### src/rtl/blkcopy_pkg.sv
package blkcopy_pkg;

    localparam int ADDR_W = 20;
    localparam int CNT_W  = 16;
    localparam int DATA_W = 8;
    localparam int OFS_W  = 4;
    localparam int WB_W   = 16;
    localparam int BANK_W = ADDR_W - WB_W;
    localparam int START_BIT = 7;

    localparam logic [OFS_W-1:0] OFS_SRC_LO  = 4'd0;
    localparam logic [OFS_W-1:0] OFS_SRC_MID = 4'd1;
    localparam logic [OFS_W-1:0] OFS_SRC_BNK = 4'd2;
    localparam logic [OFS_W-1:0] OFS_DST_BNK = 4'd3;
    localparam logic [OFS_W-1:0] OFS_DST_LO  = 4'd4;
    localparam logic [OFS_W-1:0] OFS_DST_MID = 4'd5;
    localparam logic [OFS_W-1:0] OFS_CNT_LO  = 4'd6;
    localparam logic [OFS_W-1:0] OFS_CNT_HI  = 4'd7;
    localparam logic [OFS_W-1:0] OFS_CTRL    = 4'd8;

    typedef enum logic [1:0] {
        ST_IDLE   = 2'd0,
        ST_READ   = 2'd1,
        ST_WRITE  = 2'd2,
        ST_FINISH = 2'd3
    } xfer_state_t;

    typedef struct packed {
        logic [ADDR_W-1:0] src;
        logic [ADDR_W-1:0] dst;
        logic [CNT_W-1:0]  cnt;
    } xfer_cfg_t;

    function automatic logic [DATA_W-1:0] bank_to_byte(input logic [BANK_W-1:0] b);
        return {{(DATA_W-BANK_W){1'b0}}, b};
    endfunction

endpackage

### src/rtl/blkcopy_regs.sv
module blkcopy_regs
    import blkcopy_pkg::*;
(
    input  logic              clk,
    input  logic              rst,
    input  logic              wr_en,
    input  logic [OFS_W-1:0]  wr_ofs,
    input  logic [DATA_W-1:0] wr_data,
    input  logic [OFS_W-1:0]  rd_ofs,
    input  logic              busy,
    input  logic              wb_en,
    input  logic [WB_W-1:0]   wb_src,
    input  logic [WB_W-1:0]   wb_dst,
    output xfer_cfg_t         cfg,
    output logic [DATA_W-1:0] rd_data
);

    xfer_cfg_t cfg_q;

    always_ff @(posedge clk) begin
        if (rst) begin
            cfg_q <= '0;
        end else if (wb_en) begin
            cfg_q.src[WB_W-1:0] <= wb_src;
            cfg_q.dst[WB_W-1:0] <= wb_dst;
            cfg_q.cnt           <= '0;
        end else if (wr_en) begin
            case (wr_ofs)
                OFS_SRC_LO:  cfg_q.src[7:0]        <= wr_data;
                OFS_SRC_MID: cfg_q.src[15:8]       <= wr_data;
                OFS_SRC_BNK: cfg_q.src[ADDR_W-1:WB_W] <= wr_data[BANK_W-1:0];
                OFS_DST_BNK: cfg_q.dst[ADDR_W-1:WB_W] <= wr_data[BANK_W-1:0];
                OFS_DST_LO:  cfg_q.dst[7:0]        <= wr_data;
                OFS_DST_MID: cfg_q.dst[15:8]       <= wr_data;
                OFS_CNT_LO:  cfg_q.cnt[7:0]        <= wr_data;
                OFS_CNT_HI:  cfg_q.cnt[15:8]       <= wr_data;
                default: ;
            endcase
        end
    end

    always_comb begin
        case (rd_ofs)
            OFS_SRC_LO:  rd_data = cfg_q.src[7:0];
            OFS_SRC_MID: rd_data = cfg_q.src[15:8];
            OFS_SRC_BNK: rd_data = bank_to_byte(cfg_q.src[ADDR_W-1:WB_W]);
            OFS_DST_BNK: rd_data = bank_to_byte(cfg_q.dst[ADDR_W-1:WB_W]);
            OFS_DST_LO:  rd_data = cfg_q.dst[7:0];
            OFS_DST_MID: rd_data = cfg_q.dst[15:8];
            OFS_CNT_LO:  rd_data = cfg_q.cnt[7:0];
            OFS_CNT_HI:  rd_data = cfg_q.cnt[15:8];
            OFS_CTRL:    rd_data = {busy, {(DATA_W-1){1'b0}}};
            default:     rd_data = '0;
        endcase
    end

    assign cfg = cfg_q;

endmodule

### src/rtl/blkcopy_seq.sv
module blkcopy_seq
    import blkcopy_pkg::*;
(
    input  logic              clk,
    input  logic              rst,
    input  logic              start,
    input  xfer_cfg_t         cfg_in,
    output logic              mem_req,
    output logic              mem_we,
    output logic [ADDR_W-1:0] mem_addr,
    output logic [DATA_W-1:0] mem_wdata,
    input  logic              mem_ready,
    input  logic [DATA_W-1:0] mem_rdata,
    output logic              busy,
    output logic              wb_en,
    output logic [WB_W-1:0]   wb_src,
    output logic [WB_W-1:0]   wb_dst
);

    xfer_state_t       state_q;
    logic [ADDR_W-1:0] src_q;
    logic [ADDR_W-1:0] dst_q;
    logic [CNT_W-1:0]  left_q;
    logic [DATA_W-1:0] byte_q;

    always_ff @(posedge clk) begin
        if (rst) begin
            state_q <= ST_IDLE;
            src_q   <= '0;
            dst_q   <= '0;
            left_q  <= '0;
            byte_q  <= '0;
        end else begin
            case (state_q)
                ST_IDLE: begin
                    if (start) begin
                        src_q   <= cfg_in.src;
                        dst_q   <= cfg_in.dst;
                        left_q  <= cfg_in.cnt;
                        state_q <= (cfg_in.cnt == '0) ? ST_FINISH : ST_READ;
                    end
                end
                ST_READ: begin
                    if (mem_ready) begin
                        byte_q  <= mem_rdata;
                        state_q <= ST_WRITE;
                    end
                end
                ST_WRITE: begin
                    if (mem_ready) begin
                        src_q   <= src_q + 1'b1;
                        dst_q   <= dst_q + 1'b1;
                        left_q  <= left_q - 1'b1;
                        state_q <= (left_q == CNT_W'(1)) ? ST_FINISH : ST_READ;
                    end
                end
                default: state_q <= ST_IDLE;
            endcase
        end
    end

    always_comb begin
        mem_req   = (state_q == ST_READ) || (state_q == ST_WRITE);
        mem_we    = (state_q == ST_WRITE);
        mem_addr  = (state_q == ST_WRITE) ? dst_q : src_q;
        mem_wdata = byte_q;
        busy      = (state_q != ST_IDLE);
        wb_en     = (state_q == ST_FINISH);
        wb_src    = src_q[WB_W-1:0];
        wb_dst    = dst_q[WB_W-1:0];
    end

endmodule

### src/rtl/blkcopy_engine.sv
module blkcopy_engine
    import blkcopy_pkg::*;
(
    input  logic              clk,
    input  logic              rst,
    input  logic              cfg_we,
    input  logic [OFS_W-1:0]  cfg_addr,
    input  logic [DATA_W-1:0] cfg_wdata,
    output logic [DATA_W-1:0] cfg_rdata,
    output logic              mem_req,
    output logic              mem_we,
    output logic [ADDR_W-1:0] mem_addr,
    output logic [DATA_W-1:0] mem_wdata,
    input  logic              mem_ready,
    input  logic [DATA_W-1:0] mem_rdata
);

    logic            busy;
    logic            wb_en;
    logic [WB_W-1:0] wb_src;
    logic [WB_W-1:0] wb_dst;
    logic            reg_wr;
    logic            start;
    xfer_cfg_t       cfg_q;

    assign reg_wr = cfg_we && !busy;
    assign start  = reg_wr && (cfg_addr == OFS_CTRL) && cfg_wdata[START_BIT];

    blkcopy_regs u_regs (
        .clk     (clk),
        .rst     (rst),
        .wr_en   (reg_wr),
        .wr_ofs  (cfg_addr),
        .wr_data (cfg_wdata),
        .rd_ofs  (cfg_addr),
        .busy    (busy),
        .wb_en   (wb_en),
        .wb_src  (wb_src),
        .wb_dst  (wb_dst),
        .cfg     (cfg_q),
        .rd_data (cfg_rdata)
    );

    blkcopy_seq u_seq (
        .clk       (clk),
        .rst       (rst),
        .start     (start),
        .cfg_in    (cfg_q),
        .mem_req   (mem_req),
        .mem_we    (mem_we),
        .mem_addr  (mem_addr),
        .mem_wdata (mem_wdata),
        .mem_ready (mem_ready),
        .mem_rdata (mem_rdata),
        .busy      (busy),
        .wb_en     (wb_en),
        .wb_src    (wb_src),
        .wb_dst    (wb_dst)
    );

endmodule

### config.mk
export PLATFORM = sky130hd
export DESIGN_NAME = blkcopy_engine
export DESIGN_NICKNAME = d
export VERILOG_FILES = /design/src/rtl/blkcopy_pkg.sv /design/src/rtl/blkcopy_regs.sv /design/src/rtl/blkcopy_seq.sv /design/src/rtl/blkcopy_engine.sv
export SDC_FILE = /design/constraint.sdc
export NUM_CORES = 1
export LEC_CHECK = 0
export BUFFER_PORTS_ARGS = -buffer_cell sky130_fd_sc_hd__buf_2
export CAP_MARGIN = 25
export CORE_MARGIN = 4
export CORE_UTILIZATION = 55
export DETAILED_ROUTE_END_ITERATION = 10
export PLACE_DENSITY = 0.88
export SKIP_LAST_GASP = 1
export SLEW_MARGIN = 20
export SYNTH_ARGS = -nofsm -noshare
export SYNTH_HDL_FRONTEND = slang
export SYNTH_SLANG_ARGS = --single-unit
export TNS_END_PERCENT = 30
### constraint.sdc
create_clock -name clk -period 1.9 [get_ports clk]
set_input_delay 0.285 -clock clk [delete_from_list [all_inputs] [get_ports clk]]
set_output_delay 0.285 -clock clk [all_outputs]
set_load 0.02 [all_outputs]
==> results.txt <==
The run finished, with violations left. The checks that failed: negative setup slack. The ratio of final minimum period to clock period was 1.17.

The run gives 62 as the I/O pin total. The cell depth of the worst hold path was 3; the worst endpoint data arrival time was 2480 ps. In this run the standard cell core region covers 12800 um^2. The initial antenna violation count is 0. Number of storage elements in the synthesis netlist: 122. The number of synthesized flops with an enable pin is 0, and the clock network fraction of total power is 0.320. The number of nets handed over by synthesis was 958.

In this run the vertical extent of the chip is 123 um. The proportion of register bits with asynchronous set or reset after synthesis came out at 0. The transition time of the tightest slew-check pin works out to 707 ps. The type of destination of the critical path was a register. The top fanout value on the critical path works out to 11. Summed over all cells, the static leakage comes to 3.71 nW. For the total via count in the routed design, the log shows 8691.

The switching power as a share of total power is 0.355. Wires add up to 28.9 mm. The diode insertion count for antenna repair was 0. Number of global-route vias before repair: 7615. After synthesis, the mean cell area works out to 7.87 um^2. The number of DRC markers in iteration 0 came out at 1631. Setup repair after global routing could not meet its margin everywhere.

Dividing total power by cell area gives a power density of 971 nW/um^2. Number of pins with negative max-slew slack in the final report: 0. The endpoint with the worst hold slack is u_seq.mem_wdata[0]$_SDFFE_PP0P_. The tightest hold path in the finished design has a slack of 106 ps. The element type at the critical path start is a register. In the synthesized netlist the dominant register cell turns out to be dfxtp_1. The average detailed-routed wire length per instance works out to 23.2 um. On the critical path, the stage with the largest delay is an instance of o211a_2.

The initial core utilization came out at 0.570. The most numerous cell type found on the critical path is buf_4. The overall fraction of global-route tracks in use is 0.351. Across the routed clock network, the largest skew measured is 11.5 ps.

Summing all placed instances gives a cell area of 8370 um^2. Walking the worst path, the cells encountered are inv_4, ha_4, buf_6, mux2_4, o211a_2, buf_4, nand2b_1, buf_4, o32ai_1. The maximum level of the CTS H-tree was 4; the sequential power share was 0.306. From synthesis to final layout, the design area changed by 31.9%. For the number of endpoints failing setup at the final stage, the log shows 93. The combinational fraction of design power is 0.373.

The clock transition at the registers of the reported paths works out to 60 ps. Minimum clock period: 2220 ps. The count of nets left with antenna violations once routing finished came out at 0. The run gives 430 ps as the clock network latency to the later pin of the worst-skew pair.

TritonCTS built the clock tree. In this run, CTS created clock tree buffers numbering 17. The number of endpoints with negative hold slack in the final report came out at 0. Across the run, the number of max-cap violations was 0. In this run the critical register-to-register path is captured at u_seq.dst_q[8]$_SDFFE_PP0P_. The first detailed-routing pass took 7 iterations. The synthesized netlist occupies a cell area of 7280 um^2.

Fraction of final layout cells sized beyond drive strength 1: 0.292. Setup slack on the worst reg-to-reg path comes out at -320 ps. The chip width is 123 um. The tools report the net count reported at finish as 1094. The logs give 41 for the floorplan row count and 15100 um^2 for the die area. The worst max-slew margin expressed relative to the limit is 0.525. The first global-routing pass estimated 41.1 mm of wire. The run gives 0 as the final routed DRC violation total. Minimum setup slack in the final design: -316 ps. In this run the power spent charging and discharging nets is 3.31 mW.

For this run, the top clock speed supported by timing is 451 MHz. Total instance count after detailed placement: 1191. The logs give 64 for the largest net degree at the start of global routing and 75 for the number of different library cells in the post-synthesis netlist.

The total overflow left after global routing is 0. No sink is reached through more buffers than the 2 on the longest clock path. The maximum single-stage delay on the critical path is 360 ps, and the register area share after synthesis is 0.335. Synthesis produced 925 cells.

The run gives 0.000613 V as the maximum VDD drop. The tightest min-delay check is of the in -> reg type. The worst hold path begins at mem_rdata[0]. The startpoint identified for the worst register-to-register timing path is u_seq.state_q[0]$_SDFFE_PP0P_. Data on the critical path is required at its endpoint by 2170 ps.

The filler cells instantiated in the layout total 783. At the end of routability-driven placement, the weighted congestion stood at 0.955. Summing all non-filler instances in the final layout gives an area of 9610 um^2. The HPWL after detailed placement was 16.9 mm; the Yosys warning count was 0. Count of clock tree sinks: 122.

CTS placed an instance of clkbuf_16 at the clock tree root. The count of buffers inserted at the top-level ports works out to 61. The non-filler instance count after layout was 1245. Using the TritonRoute via totals, the vias-per-cell ratio works out to 6.98. The worst register-to-register path has a depth of 9. For the internal power of the cells, the log shows 6.02 mW. The critical path is of the reg -> reg type.
==> area by class of cell <==
cell class              instances  area (um^2)  share of cell area
clock inverters                10         77.6             0.00808
clock buffers                  21          450              0.0469
flip-flops and latches        122         2460               0.256
well taps                     172          215              0.0224
repair buffers                190         1600               0.167
multi-input cells             708         4710               0.491
inverters                      22         85.1             0.00886
==> flip-flops by register name, summed over array words and instances (netlist names) <==
name / count
u_regs.cfg: 56
u_seq.dst_q: 20
u_seq.left_q: 16
u_seq.mem_wdata: 8
u_seq.src_q: 20
u_seq.state_q: 2
==> cell usage after synthesis, drive strengths merged, types with 4 or more instances <==
cell / number / share of area
a21oi: 58 / 0.040
nand2: 110 / 0.057
o2bb2ai: 4 / 0.0048
or2: 7 / 0.0060
nor4: 10 / 0.012
nor2: 73 / 0.040
o32ai: 7 / 0.0084
nand4: 9 / 0.0086
nor2b: 36 / 0.031
a22oi: 15 / 0.015
a31oi: 12 / 0.010
a311oi: 5 / 0.0060
o21ai: 92 / 0.064
a221oi: 4 / 0.0048
inv: 22 / 0.011
ha: 9 / 0.015
buf: 23 / 0.016
nand2b: 5 / 0.0043
nand3: 42 / 0.029
o211ai: 6 / 0.0062
dfxtp: 122 / 0.34
mux2i: 54 / 0.074
o31ai: 5 / 0.0052
clkbuf: 50 / 0.029
nor3: 25 / 0.021
or3: 6 / 0.0052
mux2: 32 / 0.049
a211oi: 16 / 0.016
and3: 14 / 0.012
==> layer usage <==
metal / wire length, um / track usage / vias up
li1: - / - / 3647
met1: 10300 / 0.461 / 3967
met2: 12300 / 0.523 / 820
met3: 4170 / 0.102 / 257
met4: 2010 / 0.181 / 0
met5: 0 / 0 / -
==> power by group through the flow <==
stage / clock, mW / sequential (mW) / combinational [mW]
2_1_floorplan: 0 / 2.87 / 1.60
3_3_place_gp: 0 / 2.87 / 2.53
3_5_place_dp: 0 / 2.88 / 2.57
4_1_cts: 2.97 / 2.83 / 3.03
5_1_grt: 3.09 / 2.86 / 3.58
6_report: 2.99 / 2.86 / 3.48
==> critical path, delay by kind of cell, from the launching register on <==
kind            cells  cell delay, ps
compound gates      2             610
flops               1             350
simple gates        1             110
mux                 1             190
buf+inv             4             620
fa+ha+maj           1             170
==> cells by family (layout without fill, tap and decap cells) <==
| group | count (synthesis) | in the layout | synth area share |
|---|---|---|---|
| muxes | 86 | 86 | 0.124 |
| adders and majority gates | 9 | 9 | 0.0155 |
| buffers and inverters | 95 | 243 | 0.0559 |
| DFF | 122 | 122 | 0.335 |
| AOI/OAI and AO/OA | 257 | 257 | 0.221 |
| and+or+nand+nor | 356 | 356 | 0.249 |
==> what timing repair did <==
item / CTS / global route
gates cloned: 3 / 1
hold buffers: 0 / 0
pin swaps: 1 / 17
gates resized for setup: 60 / 72
setup endpoints to repair: 64 / 110
endpoints found under the hold margin: 0 / 0
setup buffers: 9 / 11
==> per-stage QoR <==
| stage | TNS [ps] | total power, mW | setup WS [ps] | utilization |
|---|---|---|---|---|
| 2_1_floorplan | -114 | 4.47 | -52.3 | - |
| 4_1_cts | -4160 | 8.82 | -121 | 0.725 |
| 3_3_place_gp | -89.7 | 5.40 | -49.2 | 0.655 |
| 3_5_place_dp | -774 | 5.45 | -97.0 | 0.655 |
| 6_report | -8570 | 9.33 | -316 | 0.752 |
| 5_1_grt | -11700 | 9.53 | -280 | 0.752 |
==> cell usage in the layout, fill, tap and decap left out, types with 5 or more instances in the layout <==
cell       synthesis  final
a21oi_1           57     56
clkinv_2           0      8
buf_12             0      5
buf_2             15     41
o32ai_1            7      7
or2_2              5      5
nand3_1           42     40
nand2b_1           5      5
nor2b_1           36     36
nand4_1            8      8
a31oi_1           12     12
nor3_1            21     20
ha_1               9      6
dfxtp_1          122    112
clkbuf_16          0     18
mux2_2            21      8
o21ai_1           35     38
a211oi_1          16     16
buf_4              1    110
and3_1            14     14
buf_6              1     28
o21ai_2            1      5
o31ai_1            5      5
mux2_1            11      7
inv_1             22     18
nand2_1          109    107
o211ai_1           6      6
a22oi_1           15     15
nor2_1            71     66
mux2_4             0     17
mux2i_1           54     51
nor4_1             7      6
dfxtp_2            0      7
o21ai_0           56     47
==> worst max path at each step <==
| stage | cells after the start | startpoint | to | slack, ps |
|---|---|---|---|---|
| 4_1_cts | 8 | u_seq.state_q[0]$_SDFFE_PP0P_ | u_seq.dst_q[19]$_SDFFE_PP0P_ | -120 |
| 5_1_grt | 7 | u_seq.state_q[0]$_SDFFE_PP0P_ | u_seq.dst_q[8]$_SDFFE_PP0P_ | -280 |
| 3_5_place_dp | 8 | u_seq.state_q[1]$_SDFFE_PP0P_ | u_seq.dst_q[18]$_SDFFE_PP0P_ | -100 |
| 3_3_place_gp | 7 | cfg_addr[0] | cfg_rdata[2] | -50 |
| 2_1_floorplan | 7 | cfg_addr[0] | cfg_rdata[0] | -50 |
| 6_report | 9 | u_seq.state_q[0]$_SDFFE_PP0P_ | u_seq.dst_q[8]$_SDFFE_PP0P_ | -320 |
No activity file was read; power rests on OpenSTA's default activity.
